===== config.mk =====
export PLATFORM = sky130hd
export DESIGN_NAME = stage_latch
export DESIGN_NICKNAME = d
export VERILOG_FILES = /design/src/rtl/plr_pkg.sv /design/src/rtl/plr_mode_dec.sv /design/src/rtl/plr_slot.sv /design/src/rtl/stage_latch.sv
export SDC_FILE = /design/constraint.sdc
export NUM_CORES = 1
export LEC_CHECK = 0
export BUFFER_PORTS_ARGS = -buffer_cell sky130_fd_sc_hd__buf_4
export CAP_MARGIN = 10
export CORE_AREA = 8 8 166 168
export DETAILED_ROUTE_END_ITERATION = 12
export DIE_AREA = 0 0 174 176
export HOLD_SLACK_MARGIN = 0.12
export PLACE_DENSITY = 0.73
export SYNTH_ARGS = -nofsm -noshare
export SYNTH_HDL_FRONTEND = slang
export SYNTH_HIERARCHICAL = 1
export SYNTH_SLANG_ARGS = --single-unit

===== constraint.sdc =====
create_clock -name clk -period 2.35 [get_ports clk]
set_clock_uncertainty 0.15 [all_clocks]
set_input_delay 0 -clock clk [delete_from_list [all_inputs] [get_ports clk]]
set_output_delay 0 -clock clk [all_outputs]
set_load 0.02 [all_outputs]

===== src/rtl/plr_pkg.sv =====
package plr_pkg;

  // Update action chosen for the coming clock edge
  typedef enum logic [1:0] {
    UPD_LOAD = 2'd0,
    UPD_HOLD = 2'd1,
    UPD_NOP  = 2'd2
  } upd_e;

  // Status codes carried with each instruction
  localparam logic [1:0] STAT_BUB  = 2'd0;
  localparam logic [1:0] STAT_OK   = 2'd1;
  localparam logic [1:0] STAT_HLT  = 2'd2;
  localparam logic [1:0] STAT_FLT  = 2'd3;

endpackage


===== src/rtl/plr_mode_dec.sv =====
module plr_mode_dec
  import plr_pkg::*;
(
  input  logic stall_i,
  input  logic bubble_i,
  output upd_e mode_o,
  output logic err_o
);

  // Holding wins when both are requested, so no state is lost
  always_comb begin
    if (stall_i)       mode_o = UPD_HOLD;
    else if (bubble_i) mode_o = UPD_NOP;
    else               mode_o = UPD_LOAD;
  end

  assign err_o = stall_i & bubble_i;

endmodule


===== src/rtl/plr_slot.sv =====
module plr_slot
  import plr_pkg::*;
#(
  parameter int unsigned     W       = 8,
  parameter logic [W-1:0]    NOP_VAL = '0
) (
  input  logic         clk,
  input  logic         rst,
  input  upd_e         mode_i,
  input  logic [W-1:0] d,
  output logic [W-1:0] q
);

  always_ff @(posedge clk) begin
    if (rst) begin
      q <= NOP_VAL;
    end else begin
      case (mode_i)
        UPD_LOAD: q <= d;
        UPD_NOP:  q <= NOP_VAL;
        default:  q <= q;
      endcase
    end
  end

endmodule


===== src/rtl/stage_latch.sv =====
module stage_latch
  import plr_pkg::*;
#(
  parameter int unsigned DATA_W = 64,
  parameter int unsigned NVAL   = 3,
  parameter int unsigned ID_W   = 4,
  parameter int unsigned OP_W   = 4,
  parameter int unsigned FN_W   = 4,
  parameter int unsigned ST_W   = 2,
  parameter int unsigned NOP_OP = 1
) (
  input  logic                   clk,
  input  logic                   rst,
  input  logic                   stall_i,
  input  logic                   bubble_i,
  input  logic [ST_W-1:0]        d_stat,
  input  logic [OP_W-1:0]        d_op,
  input  logic [FN_W-1:0]        d_fn,
  input  logic [NVAL*DATA_W-1:0] d_vals,
  input  logic [ID_W-1:0]        d_dst_e,
  input  logic [ID_W-1:0]        d_dst_m,
  input  logic [ID_W-1:0]        d_src_a,
  input  logic [ID_W-1:0]        d_src_b,
  output logic [ST_W-1:0]        q_stat,
  output logic [OP_W-1:0]        q_op,
  output logic [FN_W-1:0]        q_fn,
  output logic [NVAL*DATA_W-1:0] q_vals,
  output logic [ID_W-1:0]        q_dst_e,
  output logic [ID_W-1:0]        q_dst_m,
  output logic [ID_W-1:0]        q_src_a,
  output logic [ID_W-1:0]        q_src_b,
  output logic                   ctl_err
);

  localparam logic [ID_W-1:0] NO_REG   = {ID_W{1'b1}};
  localparam logic [ST_W-1:0] NOP_STAT = ST_W'(STAT_BUB);
  localparam logic [OP_W-1:0] NOP_OPC  = OP_W'(NOP_OP);
  localparam int unsigned     NIDS     = 4;

  upd_e mode;

  plr_mode_dec u_dec (
    .stall_i (stall_i),
    .bubble_i(bubble_i),
    .mode_o  (mode),
    .err_o   (ctl_err)
  );

  plr_slot #(.W(ST_W), .NOP_VAL(NOP_STAT)) u_stat (
    .clk(clk), .rst(rst), .mode_i(mode), .d(d_stat), .q(q_stat)
  );

  plr_slot #(.W(OP_W), .NOP_VAL(NOP_OPC)) u_op (
    .clk(clk), .rst(rst), .mode_i(mode), .d(d_op), .q(q_op)
  );

  plr_slot #(.W(FN_W), .NOP_VAL('0)) u_fn (
    .clk(clk), .rst(rst), .mode_i(mode), .d(d_fn), .q(q_fn)
  );

  // One slot per data value
  for (genvar k = 0; k < NVAL; k++) begin : g_val
    plr_slot #(.W(DATA_W), .NOP_VAL('0)) u_val (
      .clk   (clk),
      .rst   (rst),
      .mode_i(mode),
      .d     (d_vals[k*DATA_W +: DATA_W]),
      .q     (q_vals[k*DATA_W +: DATA_W])
    );
  end

  // Register IDs all reset to "no register"
  logic [NIDS*ID_W-1:0] ids_d, ids_q;
  assign ids_d = {d_dst_e, d_dst_m, d_src_a, d_src_b};

  for (genvar j = 0; j < NIDS; j++) begin : g_id
    plr_slot #(.W(ID_W), .NOP_VAL(NO_REG)) u_id (
      .clk   (clk),
      .rst   (rst),
      .mode_i(mode),
      .d     (ids_d[j*ID_W +: ID_W]),
      .q     (ids_q[j*ID_W +: ID_W])
    );
  end

  assign {q_dst_e, q_dst_m, q_src_a, q_src_b} = ids_q;

endmodule


==> flow_metrics.py, run 1 <==
metrics = {
    "outcome": {
        "run_status": "did not finish",
        "last-stage-reached": "clock tree synthesis (4_1_cts)",
        "first-error": "[ERROR RSZ-0060] Max buffer count reached.",
    },
    "cts": {
        "cts.root.buffer_cell": "sky130_fd_sc_hd__clkbuf_16",
        "clock_tree.htree_level_count": 1,
        "sink_count": 218,
        "ctsLongestPathBuffers": 3,
        "holdBufCountCts": 344,
        "cts-buffers-inserted": 25,
        "cts_setup_buffers": 0,
        "post_cts_resize_count": 0,
    },
    "yosys": {
        "synth.cell_area_um2": 9872,
        "netlist_instances": 966,
        "synth_seq_cells": 218,
        "post_synth.cell_area_avg_um2": 10.22,
        "yosys_warnings": 6,
        "post_synthesis_net_count": 1188,
        "synth.lib_cells_used.distinct": 18,
        "share_of_the_yosys_chip_area_belonging_to_registers": 0.4421,
    },
    "placement": {
        "hpwl_um": 22950,
        "place.detailed.instances": 1669,
        "place.port_buffers": 440,
        "gp_routability_congestion": 0.7942,
    },
    "floorplan": {
        "initial_utilization": 0.3978,
        "floorplan.rows": 58,
        "ios": 441,
        "die_width_um": 174,
        "vert_die_dim_um": 176,
    },
}
[synthesized netlist by cell type]
cell	instances	area (um2)
sky130_fd_sc_hd__buf_2	18	90.09
sky130_fd_sc_hd__nor4_1	13	81.33
sky130_fd_sc_hd__nor3b_1	17	127.6
sky130_fd_sc_hd__or2_1	3	18.77
sky130_fd_sc_hd__o22ai_2	183	2290
sky130_fd_sc_hd__nor4_2	4	50.05
sky130_fd_sc_hd__clkbuf_1	18	67.56
sky130_fd_sc_hd__nand2b_1	192	1201
sky130_fd_sc_hd__and2_2	1	7.510
sky130_fd_sc_hd__o22ai_1	9	56.30
sky130_fd_sc_hd__nor2_1	17	63.81
sky130_fd_sc_hd__a21oi_1	9	45.04
sky130_fd_sc_hd__and2b_2	1	8.760
sky130_fd_sc_hd__or3b_1	9	78.83
sky130_fd_sc_hd__dfxtp_1	218	4364
sky130_fd_sc_hd__nand2_1	201	754.5
sky130_fd_sc_hd__buf_6	45	506.7
sky130_fd_sc_hd__buf_4	8	60.06
[per-stage QoR]
stage	cell area (um2)	worst slack (ns)
2_1_floorplan	9872	1.135
3_3_place_gp	13160	0.6049
3_5_place_dp	13160	0.6115
[cells by family after synthesis]
family,after synthesis,share of synthesized area
AND/OR/NAND/NOR,458,0.2423
AO/OA/AOI/OAI,201,0.2422
flip-flops,218,0.4421
buffers and inverters,89,0.07338
==> inputs of run 2 (changes only) <==
- CORE_AREA: 8 8 166 168 -> 8 8 167 169
- DIE_AREA: 0 0 174 176 -> 0 0 175 177
- HOLD_SLACK_MARGIN: 0.12 -> not set
- PLACE_DENSITY: 0.73 -> not set
- PLACE_DENSITY_LB_ADDON: not set -> 0.15
==> run 2 against run 1 <==
The flow now finishes without violations. Area after synthesis is the same. Synthesized cell count stayed put.
==> flow_metrics.py, run 2 <==
metrics = {
    "outcome": {
        "run_status": "finished, final reports clean",
    },
    "worst_setup_path": {
        "path_class": "input port to flop",
        "crit_family": "buffers and inverters",
        "timing.critical_path.fanout_max": 62,
        "timing.reg2reg.worst_path_depth": 3,
        "critPathArrivalTime_ns": 2.47,
        "slowest_delay_ns": 0.58,
        "r2r_end": "g_val[0].u_val/q[0]",
        "start_kind": "input port",
        "worst_ep_required_time_ns": 2.59,
        "crit_chain": "dlygate4sd3_1 -> buf_8 -> nand2b_1 -> dlygate4sd3_1 -> o22ai_2 -> dlygate4sd3_1",
        "cp_slowest_cell": "sky130_fd_sc_hd__dlygate4sd3_1",
        "rr_startpoint": "g_val[0].u_val/q[0]",
        "critical_path.endpoint_type": "flop",
        "critPathBufInv": 4,
        "worst-r2r-setup-slack_ns": 0.94,
        "crit_top_cell": "sky130_fd_sc_hd__dlygate4sd3_1",
    },
    "floorplan": {
        "floorplan.rows": 59,
        "ios": 441,
        "vert_die_dim_um": 177,
        "die_width_um": 175,
        "die-area_um2": 30980,
        "core_region_area_um2": 25470,
        "initial_utilization": 0.3876,
    },
    "route": {
        "wirelength_um": 36260,
        "vias_per_cell": 4.801,
        "detail_route.drc_violations": 0,
        "drtPass1Iterations": 5,
        "detail_route.iter0.violations": 501,
        "final_antenna_net_count": 0,
        "detailroute.via_count": 9742,
        "detail_route.wl_per_cell_um": 17.87,
    },
    "power_and_ir_drop": {
        "power.switching_uw": 2620,
        "power_frac_seq": 0.405,
        "comb_power_share": 0.217,
        "power_leakage_uw": 0.007134,
        "power.switching_fraction": 0.2646,
        "vdd_ir_drop_max_mv": 0.5631,
        "power_frac_clock": 0.378,
        "power.density_nw_per_um2": 582.3,
        "intPower_uw": 7283,
    },
    "yosys": {
        "synth.top_cell.area_share": 0.4421,
        "synthMostInstantiatedCell": "sky130_fd_sc_hd__dfxtp_1",
        "largest_cells_by_area_after_synthesis": "sky130_fd_sc_hd__dfxtp_1 44%, sky130_fd_sc_hd__o22ai_2 23%, sky130_fd_sc_hd__nand2b_1 12%",
        "ys_async_sr_fraction": 0,
        "synth_seq_cells": 218,
        "yosys_warnings": 6,
        "netlist_instances": 966,
        "netlist.top_cell.by_area": "sky130_fd_sc_hd__dfxtp_1",
        "post_synthesis_net_count": 1188,
        "synth_top_cells_by_count": "218 x sky130_fd_sc_hd__dfxtp_1, 201 x sky130_fd_sc_hd__nand2_1, 192 x sky130_fd_sc_hd__nand2b_1",
        "post_synth.cell_area_avg_um2": 10.22,
        "synth-edff-count": 0,
        "synth.cell_area_um2": 9872,
        "dominantRegCellSynth": "sky130_fd_sc_hd__dfxtp_1",
        "share_of_the_yosys_chip_area_belonging_to_registers": 0.4421,
        "synth.lib_cells_used.distinct": 18,
    },
    "cells_and_area": {
        "most-common-layout-cells": "455 x sky130_fd_sc_hd__buf_4, 304 x sky130_fd_sc_hd__dlygate4sd3_1, 218 x sky130_fd_sc_hd__dfxtp_1",
        "layout-area-overhead-vs-synth_pct": 72.28,
        "combined_area_of_the_multi_input_logic_cells_um2": 4797,
        "footprint_of_the_flip_flops_and_latches_um2": 4364,
        "flip_flop_count_of_the_largest_register_after_layout": 192,
        "leading_cell_type_in_the_layout_fill_and_taps_excluded": "sky130_fd_sc_hd__buf_4",
        "post-route-util": 0.6678,
        "finish.net_count": 1896,
        "biggestRegsByFlops": "g_val.u_val/q (192), g_id.u_id/q (16)",
        "regMostFlops": "g_val.u_val/q",
        "drive_gt1_frac": 0.4086,
        "n_fill_cell": 1894,
    },
    "timing": {
        "period_utilization_post_route": 0.9465,
        "max_freq_mhz": 449.6,
        "setup_violations": 0,
        "fin_hold_ws_ns": 0.1144,
        "tightestPinTransition_ns": 0.8553,
        "period_needed_ns": 2.224,
        "final-hold-violation-count": 0,
        "rsz0062_at_grt": "no",
        "slew_headroom": 0.4298,
        "report.final.slew_viol_count": 0,
        "setup_tns_ns": 0,
    },
    "worst_hold_path": {
        "hp-start": "d_dst_m[3]",
        "hold-path-cell-count": 4,
        "hold_path_class": "input port to flop",
        "hold-path-endpoint": "g_id[2].u_id/q[3]",
    },
    "grt": {
        "via_count_of_the_first_global_routing_pass": 10090,
        "globalRouteTotalUtil": 0.2191,
        "wire_length_of_the_first_global_routing_pass_um": 55690,
        "number_of_antenna_violations_at_the_first_check_in_global_routing": 4,
        "globalRouteOverflowTotal": 0,
        "grt_max_degree": 117,
    },
    "cts": {
        "cts-buffers-inserted": 25,
        "path_clk_slew_ns": 0.06,
        "sink_count": 218,
        "cts_tree": "done",
        "ctsLongestPathBuffers": 3,
        "clock_tree.htree_level_count": 1,
        "cts.root.buffer_cell": "sky130_fd_sc_hd__clkbuf_16",
        "clock_latency_ns": 0.50,
    },
    "placement": {
        "gp_routability_congestion": 0.7854,
        "place.port_buffers": 440,
        "hpwl_um": 23630,
    },
    "run": {
        "max-cap-violations": 0,
    },
}
[run 2: cell counts after synthesis]
Identical to the previous run, type by type.
[run 2: cells by family after synthesis]
logic type             count (synthesis)  synth area share
AOI/OAI and AO/OA                    201            0.2422
buffers and inverters                 89           0.07338
and+or+nand+nor                      458            0.2423
DFF                                  218            0.4421
[run 2: routing by layer]
layer	vias up	global-route usage	part of all wire
li1	4725	-	-
met1	4599	0.2491	0.39
met2	349	0.3805	0.50
met3	67	0.07425	0.083
met4	2	0.07312	0.032
met5	-	0	0.00022
[run 2: worst max path at each step]
| stage | end | cells past startpoint | slack [ns] | startpoint |
|---|---|---|---|---|
| final | g_val[0].u_val/q[51] | 6 | 0.13 | rst |
| after global routing | g_val[2].u_val/q[16] | 7 | 0.03 | stall_i |
| after CTS | g_val[0].u_val/q[54] | 7 | 0.11 | stall_i |
| after detailed placement | g_val[0].u_val/q[27] | 5 | 0.68 | stall_i |
| after global placement | g_val[0].u_val/q[23] | 5 | 0.72 | stall_i |
| after floorplan | g_val[0].u_val/q[0] | 5 | 1.14 | stall_i |
[run 2: area by class of cell]
| class | count | area share |
|---|---|---|
| repair buffers | 769 | 0.3907 |
| clock inverters | 6 | 0.004708 |
| clock buffers | 38 | 0.04083 |
| diodes | 3 | 0.0004414 |
| flip-flops and latches | 218 | 0.2566 |
| well taps | 335 | 0.02464 |
| multi-input cells | 660 | 0.2821 |
[run 2: worst reg2reg max path: cells and delay by family (launching register included)]
| kind | cells | cell delay [ns] |
|---|---|---|
| buf+inv | 1 | 0.58 |
| compound gates | 1 | 0.16 |
| simple gates | 1 | 0.09 |
| flops | 1 | 0.38 |
[run 2: through the flow]
stage	instance area (um2)	instances	power, uW	worst slack (ns)
final	17010	2029	9903	0.1258
after global routing	17010	2029	10300	0.03078
after CTS	16990	2025	9994	0.1088
after detailed placement	13180	1677	5810	0.6823
after global placement	13180	1677	5793	0.7196
after floorplan	9872	966	5070	1.135
[run 2: what timing repair did]
item | CTS | global route
hold buffers | 304 | 0
resized for setup | 0 | 0
buffers inserted | 0 | 0
endpoints found under the setup margin | 0 | 1
hold endpoints to repair | 218 | 0
[run 2: power by group through the flow]
stage          Combinational, uW  Clock, uW  Sequential, uW
2_1_floorplan                752          0            4320
3_3_place_gp                1710          0            4080
3_5_place_dp                1720          0            4090
4_1_cts                     2140       3850            4010
5_1_grt                     2280       3990            4030
6_report                    2150       3740            4010
Note: power is estimated with default switching activity, not from simulation.
==> inputs of run 3 (changes only) <==
- ABC_AREA: not set -> 1
- CORE_AREA: 8 8 167 169 -> 8 8 166 168
- DIE_AREA: 0 0 175 177 -> 0 0 174 176
==> run 3 against run 2 <==
Maximum frequency up 6.4%. Worst hold slack worse by 0.053 ns. Total power rose by 5.9%. Via count grew 10%. Routed wire length increased by 2.3%. Sequential share of layout area is 0.78 points higher. Critical path type unchanged. Largest cell class unchanged. Largest power group unchanged.
==> flow_metrics.py, run 3 <==
metrics = {
    "timing": {
        "period_needed_ns": 2.091,
        "final-hold-violation-count": 0,
        "rsz0062_at_grt": "no",
        "slew_headroom": 0.4942,
        "tightestPinTransition_ns": 0.7587,
        "setup_violations": 0,
        "fin_hold_ws_ns": 0.06129,
        "setup_tns_ns": 0,
        "max_freq_mhz": 478.2,
        "report.final.slew_viol_count": 0,
        "period_utilization_post_route": 0.8899,
    },
    "floorplan": {
        "die_width_um": 174,
        "vert_die_dim_um": 176,
        "ios": 441,
        "floorplan.rows": 58,
        "die-area_um2": 30620,
        "core_region_area_um2": 24820,
        "initial_utilization": 0.3744,
    },
    "route": {
        "detail_route.drc_violations": 0,
        "vias_per_cell": 4.431,
        "detailroute.via_count": 10740,
        "final_antenna_net_count": 0,
        "drtPass1Iterations": 5,
        "detail_route.iter0.violations": 737,
        "wirelength_um": 37100,
        "detail_route.wl_per_cell_um": 15.30,
    },
    "cells_and_area": {
        "drive_gt1_frac": 0.2418,
        "n_fill_cell": 2087,
        "finish.net_count": 2298,
        "flip_flop_count_of_the_largest_register_after_layout": 192,
        "most-common-layout-cells": "443 x sky130_fd_sc_hd__buf_4, 419 x sky130_fd_sc_hd__nand2_1, 302 x sky130_fd_sc_hd__dlygate4sd3_1",
        "biggestRegsByFlops": "g_val.u_val/q (192), g_id.u_id/q (16)",
        "regMostFlops": "g_val.u_val/q",
        "combined_area_of_the_multi_input_logic_cells_um2": 3518,
        "postLayoutCellArea_um2": 16500,
        "layout-area-overhead-vs-synth_pct": 77.63,
        "footprint_of_the_flip_flops_and_latches_um2": 4364,
        "leading_cell_type_in_the_layout_fill_and_taps_excluded": "sky130_fd_sc_hd__buf_4",
    },
    "worst_hold_path": {
        "hold-path-endpoint": "g_val[0].u_val/q[61]",
        "hp-start": "stall_i",
        "hold_path_class": "input port to flop",
        "hold-path-cell-count": 4,
    },
    "cts": {
        "cts-buffers-inserted": 26,
        "ctsLongestPathBuffers": 3,
        "cts.root.buffer_cell": "sky130_fd_sc_hd__clkbuf_16",
        "cts_tree": "done",
        "clock_tree.htree_level_count": 1,
        "path_clk_slew_ns": 0.06,
        "sink_count": 218,
        "clock_latency_ns": 0.53,
        "cts_setup_buffers": 0,
    },
    "yosys": {
        "largest_cells_by_area_after_synthesis": "sky130_fd_sc_hd__dfxtp_1 47%, sky130_fd_sc_hd__nand2_1 17%, sky130_fd_sc_hd__a21oi_1 12%",
        "synth.cell_area_um2": 9291,
        "multiplexer_area_fraction_after_synthesis": 0,
        "synth-edff-count": 0,
        "post_synth.cell_area_avg_um2": 6.757,
        "yosys_warnings": 6,
        "synth-adder-area-share": 0,
        "netlist.top_cell.by_area": "sky130_fd_sc_hd__dfxtp_1",
        "post_synthesis_compound_gate_area_fraction": 0.1266,
        "ys_async_sr_fraction": 0,
        "largest_family_of_logic_cells_by_synthesized_area": "simple AND/OR/NAND/NOR gates",
        "dominantRegCellSynth": "sky130_fd_sc_hd__dfxtp_1",
        "post_synth_xor_area_fraction": 0,
        "synthSimpleGateAreaFrac": 0.2515,
        "synth_top_cells_by_count": "419 x sky130_fd_sc_hd__nand2_1, 218 x sky130_fd_sc_hd__a21oi_1, 218 x sky130_fd_sc_hd__dfxtp_1",
        "post_synthesis_net_count": 1597,
        "share_of_the_yosys_chip_area_belonging_to_registers": 0.4697,
        "synth.top_cell.area_share": 0.4697,
        "synth_seq_cells": 218,
        "synth.lib_cells_used.distinct": 14,
        "synthMostInstantiatedCell": "sky130_fd_sc_hd__nand2_1",
        "netlist_instances": 1375,
    },
    "power_and_ir_drop": {
        "power_leakage_uw": 0.008328,
        "vdd_ir_drop_max_mv": 0.5047,
        "power.density_nw_per_um2": 635.2,
    },
    "run": {
        "max-cap-violations": 0,
    },
    "grt": {
        "globalRouteOverflowTotal": 0,
        "via_count_of_the_first_global_routing_pass": 10570,
        "globalRouteTotalUtil": 0.2259,
        "wire_length_of_the_first_global_routing_pass_um": 56830,
        "number_of_antenna_violations_at_the_first_check_in_global_routing": 1,
        "grt_max_degree": 184,
    },
    "worst_setup_path": {
        "path_class": "input port to flop",
        "critPathArrivalTime_ns": 2.35,
        "timing.critical_path.fanout_max": 59,
        "worst-r2r-setup-slack_ns": 0.92,
        "critical_path.endpoint_type": "flop",
        "worst_ep_required_time_ns": 2.61,
        "timing.reg2reg.worst_path_depth": 5,
        "r2r_end": "g_val[0].u_val/q[58]",
        "rr_startpoint": "g_val[0].u_val/q[58]",
        "start_kind": "input port",
    },
    "placement": {
        "placed_cell_area_um2": 12610,
        "place.port_buffers": 440,
        "hpwl_um": 23390,
        "gp_routability_congestion": 0.7965,
    },
    "outcome": {
        "run_status": "finished, final reports clean",
    },
}
==> run 3: what timing repair did <==
item / 4_1_cts / 5_1_grt
hold endpoints to repair: 218 / 0
resized for setup: 0 / 1
endpoints found under the setup margin: 0 / 10
hold buffers: 302 / 0
==> run 3: kinds of logic (layout without fill, tap and decap cells) <==
family / Yosys count / after routing
AOI/OAI and AO/OA: 235 / 235
buffers and inverters: 300 / 1018
DFF: 218 / 218
other: 0 / 1
and+or+nand+nor: 622 / 622
==> run 3: area by class of cell <==
type	instances	share of cell area
clock buffers	38	0.04761
clock inverters	7	0.004549
well taps	330	0.02502
inverters	219	0.04981
repair buffers	754	0.3953
flip-flops and latches	218	0.2644
diodes	1	0.0001516
multi-input cells	857	0.2132
==> run 3: worst max path at each step <==
stage / startpoint / depth (start not counted) / to / slack (ns)
after floorplan: bubble_i / 6 / g_val[0].u_val/q[0] / 1.12
after global placement: stall_i / 6 / g_val[2].u_val/q[29] / 0.55
after detailed placement: stall_i / 6 / g_val[0].u_val/q[15] / 0.41
after CTS: stall_i / 7 / g_val[0].u_val/q[45] / 0.10
after global routing: stall_i / 7 / g_val[0].u_val/q[58] / 0.24
final: stall_i / 7 / g_val[2].u_val/q[48] / 0.26
==> run 3: through the flow <==
stage	total power, uW	cells	utilization	worst slack [ns]
final	10480	2424	0.6650	0.2588
after global routing	10960	2424	0.6650	0.2411
after CTS	10570	2423	0.6647	0.1006
after detailed placement	6079	2076	0.5082	0.4125
after global placement	6054	2076	0.5082	0.5486
after floorplan	5210	1375	-	1.123
==> run 3: worst max-delay path, stage by stage <==
cell and delay (ns):
sky130_fd_sc_hd__buf_8 0.20, sky130_fd_sc_hd__nor2_4 0.38, sky130_fd_sc_hd__inv_2 0.28, sky130_fd_sc_hd__a21oi_1 0.30, sky130_fd_sc_hd__dlygate4sd3_1 0.59, sky130_fd_sc_hd__nor2_1 0.04, sky130_fd_sc_hd__dlygate4sd3_1 0.55
==> run 3: report_power, final <==
part / leakage, uW / internal (uW) / switching [uW]
logic: 0.00609 / 1190 / 1200
clock network: 0.000430 / 2420 / 1580
registers: 0.00181 / 3960 / 136
==> run 3: per-layer routing <==
metal / part of all wire / GRT usage / vias to the layer above
li1: - / - / 5511
met1: 0.39 / 0.2504 / 4777
met2: 0.49 / 0.4015 / 368
met3: 0.070 / 0.06217 / 85
met4: 0.043 / 0.09797 / 0
met5: 0 / 0 / -
==> inputs of run 4 (changes only) <==
- clock period: 2.35 -> 1.8 ns (I/O delays scaled with it)
==> run 4 against run 3 <==
The run now ends with hold timing left. Sequential power rose by 31%. Register-to-register slack got worse by 0.59 ns. Worst setup slack got worse by 0.23 ns. First-iteration DRC count fell by 9.0%. Global-route usage rose by 1.0 points. Final cell count rose by 0.87%. Non-clock buffer count rose by 20. Critical path type unchanged. Critical endpoint is now g_id[2].u_id/q[3]. Largest power group is now clock.
==> flow_metrics.py, run 4 (same netlist as run 3, synthesis figures left out) <==
metrics = {
    "outcome": {
        "run_status": "finished, violations left",
        "failed_checks": "hold timing",
    },
    "route": {
        "detailroute.via_count": 11010,
        "vias_per_cell": 4.503,
        "drtPass1Iterations": 6,
        "detail_route.iter0.violations": 671,
        "wirelength_um": 37530,
        "detail_route.wl_per_cell_um": 15.35,
        "final_antenna_net_count": 0,
        "detail_route.drc_violations": 0,
    },
    "grt": {
        "number_of_antenna_violations_at_the_first_check_in_global_routing": 2,
        "busiest_layer": "met2",
        "grt_max_degree": 158,
        "wire_length_of_the_first_global_routing_pass_um": 59640,
        "groute.layer.met3.usage": 0.06836,
        "globalRouteOverflowTotal": 0,
        "via_count_of_the_first_global_routing_pass": 11320,
        "globalRouteMet1Util": 0.2545,
        "globalRouteTotalUtil": 0.2360,
        "met2_usage": 0.4175,
    },
    "worst_setup_path": {
        "crit_chain": "dlygate4sd3_1 -> buf_4 -> o21ai_1 -> dlygate4sd3_1 -> nand2_1 -> dlygate4sd3_1",
        "critPathArrivalTime_ns": 2.02,
        "critical_path.endpoint_type": "flop",
        "start_kind": "input port",
        "worst_ep_required_time_ns": 2.05,
        "worst-r2r-setup-slack_ns": 0.33,
        "cp_slowest_cell": "sky130_fd_sc_hd__dlygate4sd3_1",
        "slowest_delay_ns": 0.57,
        "crit_top_cell": "sky130_fd_sc_hd__dlygate4sd3_1",
        "timing.critical_path.fanout_max": 1,
        "critPathBufInv": 4,
        "crit_family": "buffers and inverters",
        "path_class": "input port to flop",
    },
    "cells_and_area": {
        "flip_flop_count_of_the_largest_register_after_layout": 192,
        "combined_area_of_the_multi_input_logic_cells_um2": 3518,
        "footprint_of_the_flip_flops_and_latches_um2": 4364,
        "leading_cell_type_in_the_layout_fill_and_taps_excluded": "sky130_fd_sc_hd__buf_4",
        "regMostFlops": "g_val.u_val/q",
        "n_fill_cell": 1961,
        "finish.net_count": 2317,
        "post_layout_nonfiller_instances": 2445,
        "layout-area-overhead-vs-synth_pct": 80.23,
        "most-common-layout-cells": "444 x sky130_fd_sc_hd__buf_4, 419 x sky130_fd_sc_hd__nand2_1, 317 x sky130_fd_sc_hd__dlygate4sd3_1",
        "post-route-util": 0.6747,
        "biggestRegsByFlops": "g_val.u_val/q (192), g_id.u_id/q (16)",
        "drive_gt1_frac": 0.2404,
    },
    "cts": {
        "ctsLongestPathBuffers": 3,
        "cts.root.buffer_cell": "sky130_fd_sc_hd__clkbuf_16",
        "clock_tree.htree_level_count": 1,
        "cts_tree": "done",
        "cts-buffers-inserted": 25,
        "cts_setup_buffers": 0,
        "path_clk_slew_ns": 0.06,
        "sink_count": 218,
        "clock_latency_ns": 0.51,
    },
    "timing": {
        "max_freq_mhz": 566.0,
        "final-hold-violation-count": 3,
        "period_utilization_post_route": 0.9815,
        "setup_violations": 0,
        "post-route-worst-setup-slack_ns": 0.03329,
        "rsz0062_at_grt": "no",
        "slew_headroom": 0.5690,
        "tightestPinTransition_ns": 0.6465,
        "report.final.slew_viol_count": 0,
        "period_needed_ns": 1.767,
        "fin_hold_ws_ns": -0.005330,
        "setup_tns_ns": 0,
    },
    "placement": {
        "gp_routability_congestion": 0.7930,
        "place.port_buffers": 440,
        "place.detailed.instances": 2081,
        "detailedPlace.worstSlack_ns": 0.4567,
        "hpwl_um": 23290,
    },
    "floorplan": {
        "floorplan.rows": 58,
        "die-area_um2": 30620,
        "ios": 441,
        "die_width_um": 174,
        "core_region_area_um2": 24820,
        "vert_die_dim_um": 176,
        "initial_utilization": 0.3744,
    },
    "power_and_ir_drop": {
        "vdd_ir_drop_max_mv": 0.7838,
        "power_leakage_uw": 0.008413,
        "power.density_nw_per_um2": 830.1,
    },
    "run": {
        "max-cap-violations": 0,
    },
    "worst_hold_path": {
        "hold_path_class": "input port to flop",
    },
}
[run 4: cell count changes in the layout (fill, tap and decap cells not counted)]
cell / previous run / this run
sky130_fd_sc_hd__clkinv_8: 1 / 0
sky130_fd_sc_hd__dlygate4sd3_1: 302 / 317
sky130_fd_sc_hd__buf_6: 0 / 1
sky130_fd_sc_hd__clkbuf_8: 9 / 6
sky130_fd_sc_hd__inv_6: 1 / 0
sky130_fd_sc_hd__o21ai_0: 16 / 12
sky130_fd_sc_hd__clkbuf_16: 26 / 25
sky130_fd_sc_hd__clkbuf_1: 3 / 6
sky130_fd_sc_hd__buf_4: 443 / 444
sky130_fd_sc_hd__bufinv_16: 1 / 4
sky130_fd_sc_hd__o21ai_1: 1 / 5
sky130_fd_sc_hd__buf_12: 8 / 11
sky130_fd_sc_hd__diode_2: 1 / 2
[run 4: worst reg2reg max path, delay by kind of cell, from the launching register on]
family / cells / cell delay, ns
DFF: 1 / 0.35
and+or+nand+nor: 3 / 0.25
buffers and inverters: 2 / 0.66
[run 4: stage by stage]
| stage | total power [uW] | cell area, um2 |
|---|---|---|
| finish | 13900 | 16750 |
| global route | 14560 | 16750 |
| CTS | 13990 | 16780 |
| detailed placement | 7947 | 12690 |
| global placement | 7909 | 12690 |
| floorplan | 6802 | 9291 |
[run 4: timing repair]
item | 4_1_cts | 5_1_grt
hold buffers | 322 | 0
endpoints found under the hold margin | 218 | 0
gates resized for setup | 0 | 6
setup endpoints to repair | 0 | 14
[run 4: worst paths after layout]
kind                                            from                   end  cells past startpoint
worst max-delay path                      d_dst_m[3]     g_id[2].u_id/q[3]                      6
worst max register to register  g_val[2].u_val/q[52]  g_val[2].u_val/q[52]                      5
worst min-delay path                         stall_i  g_val[2].u_val/q[62]                      5
worst min register to register   g_val[0].u_val/q[1]   g_val[0].u_val/q[1]                      4
[run 4: layout make-up]
cell class,count,share of cell area
clock inverters,8,0.008368
well taps,330,0.02466
inverters,219,0.04909
multi-input cells,857,0.2101
repair buffers,774,0.4032
diodes,2,0.0002989
clock buffers,37,0.04363
flip-flops and latches,218,0.2606
[run 4: layer usage]
metal,wire length [um],up-vias
li1,-,5545
met1,14290,4892
met2,18210,455
met3,3006,117
met4,2022,0
met5,0,-
[run 4: report_power, final]
part,internal (uW),total (uW),switching [uW]
Sequential,5170,5360,186
Combinational,1590,3170,1580
Clock,3370,5370,2000
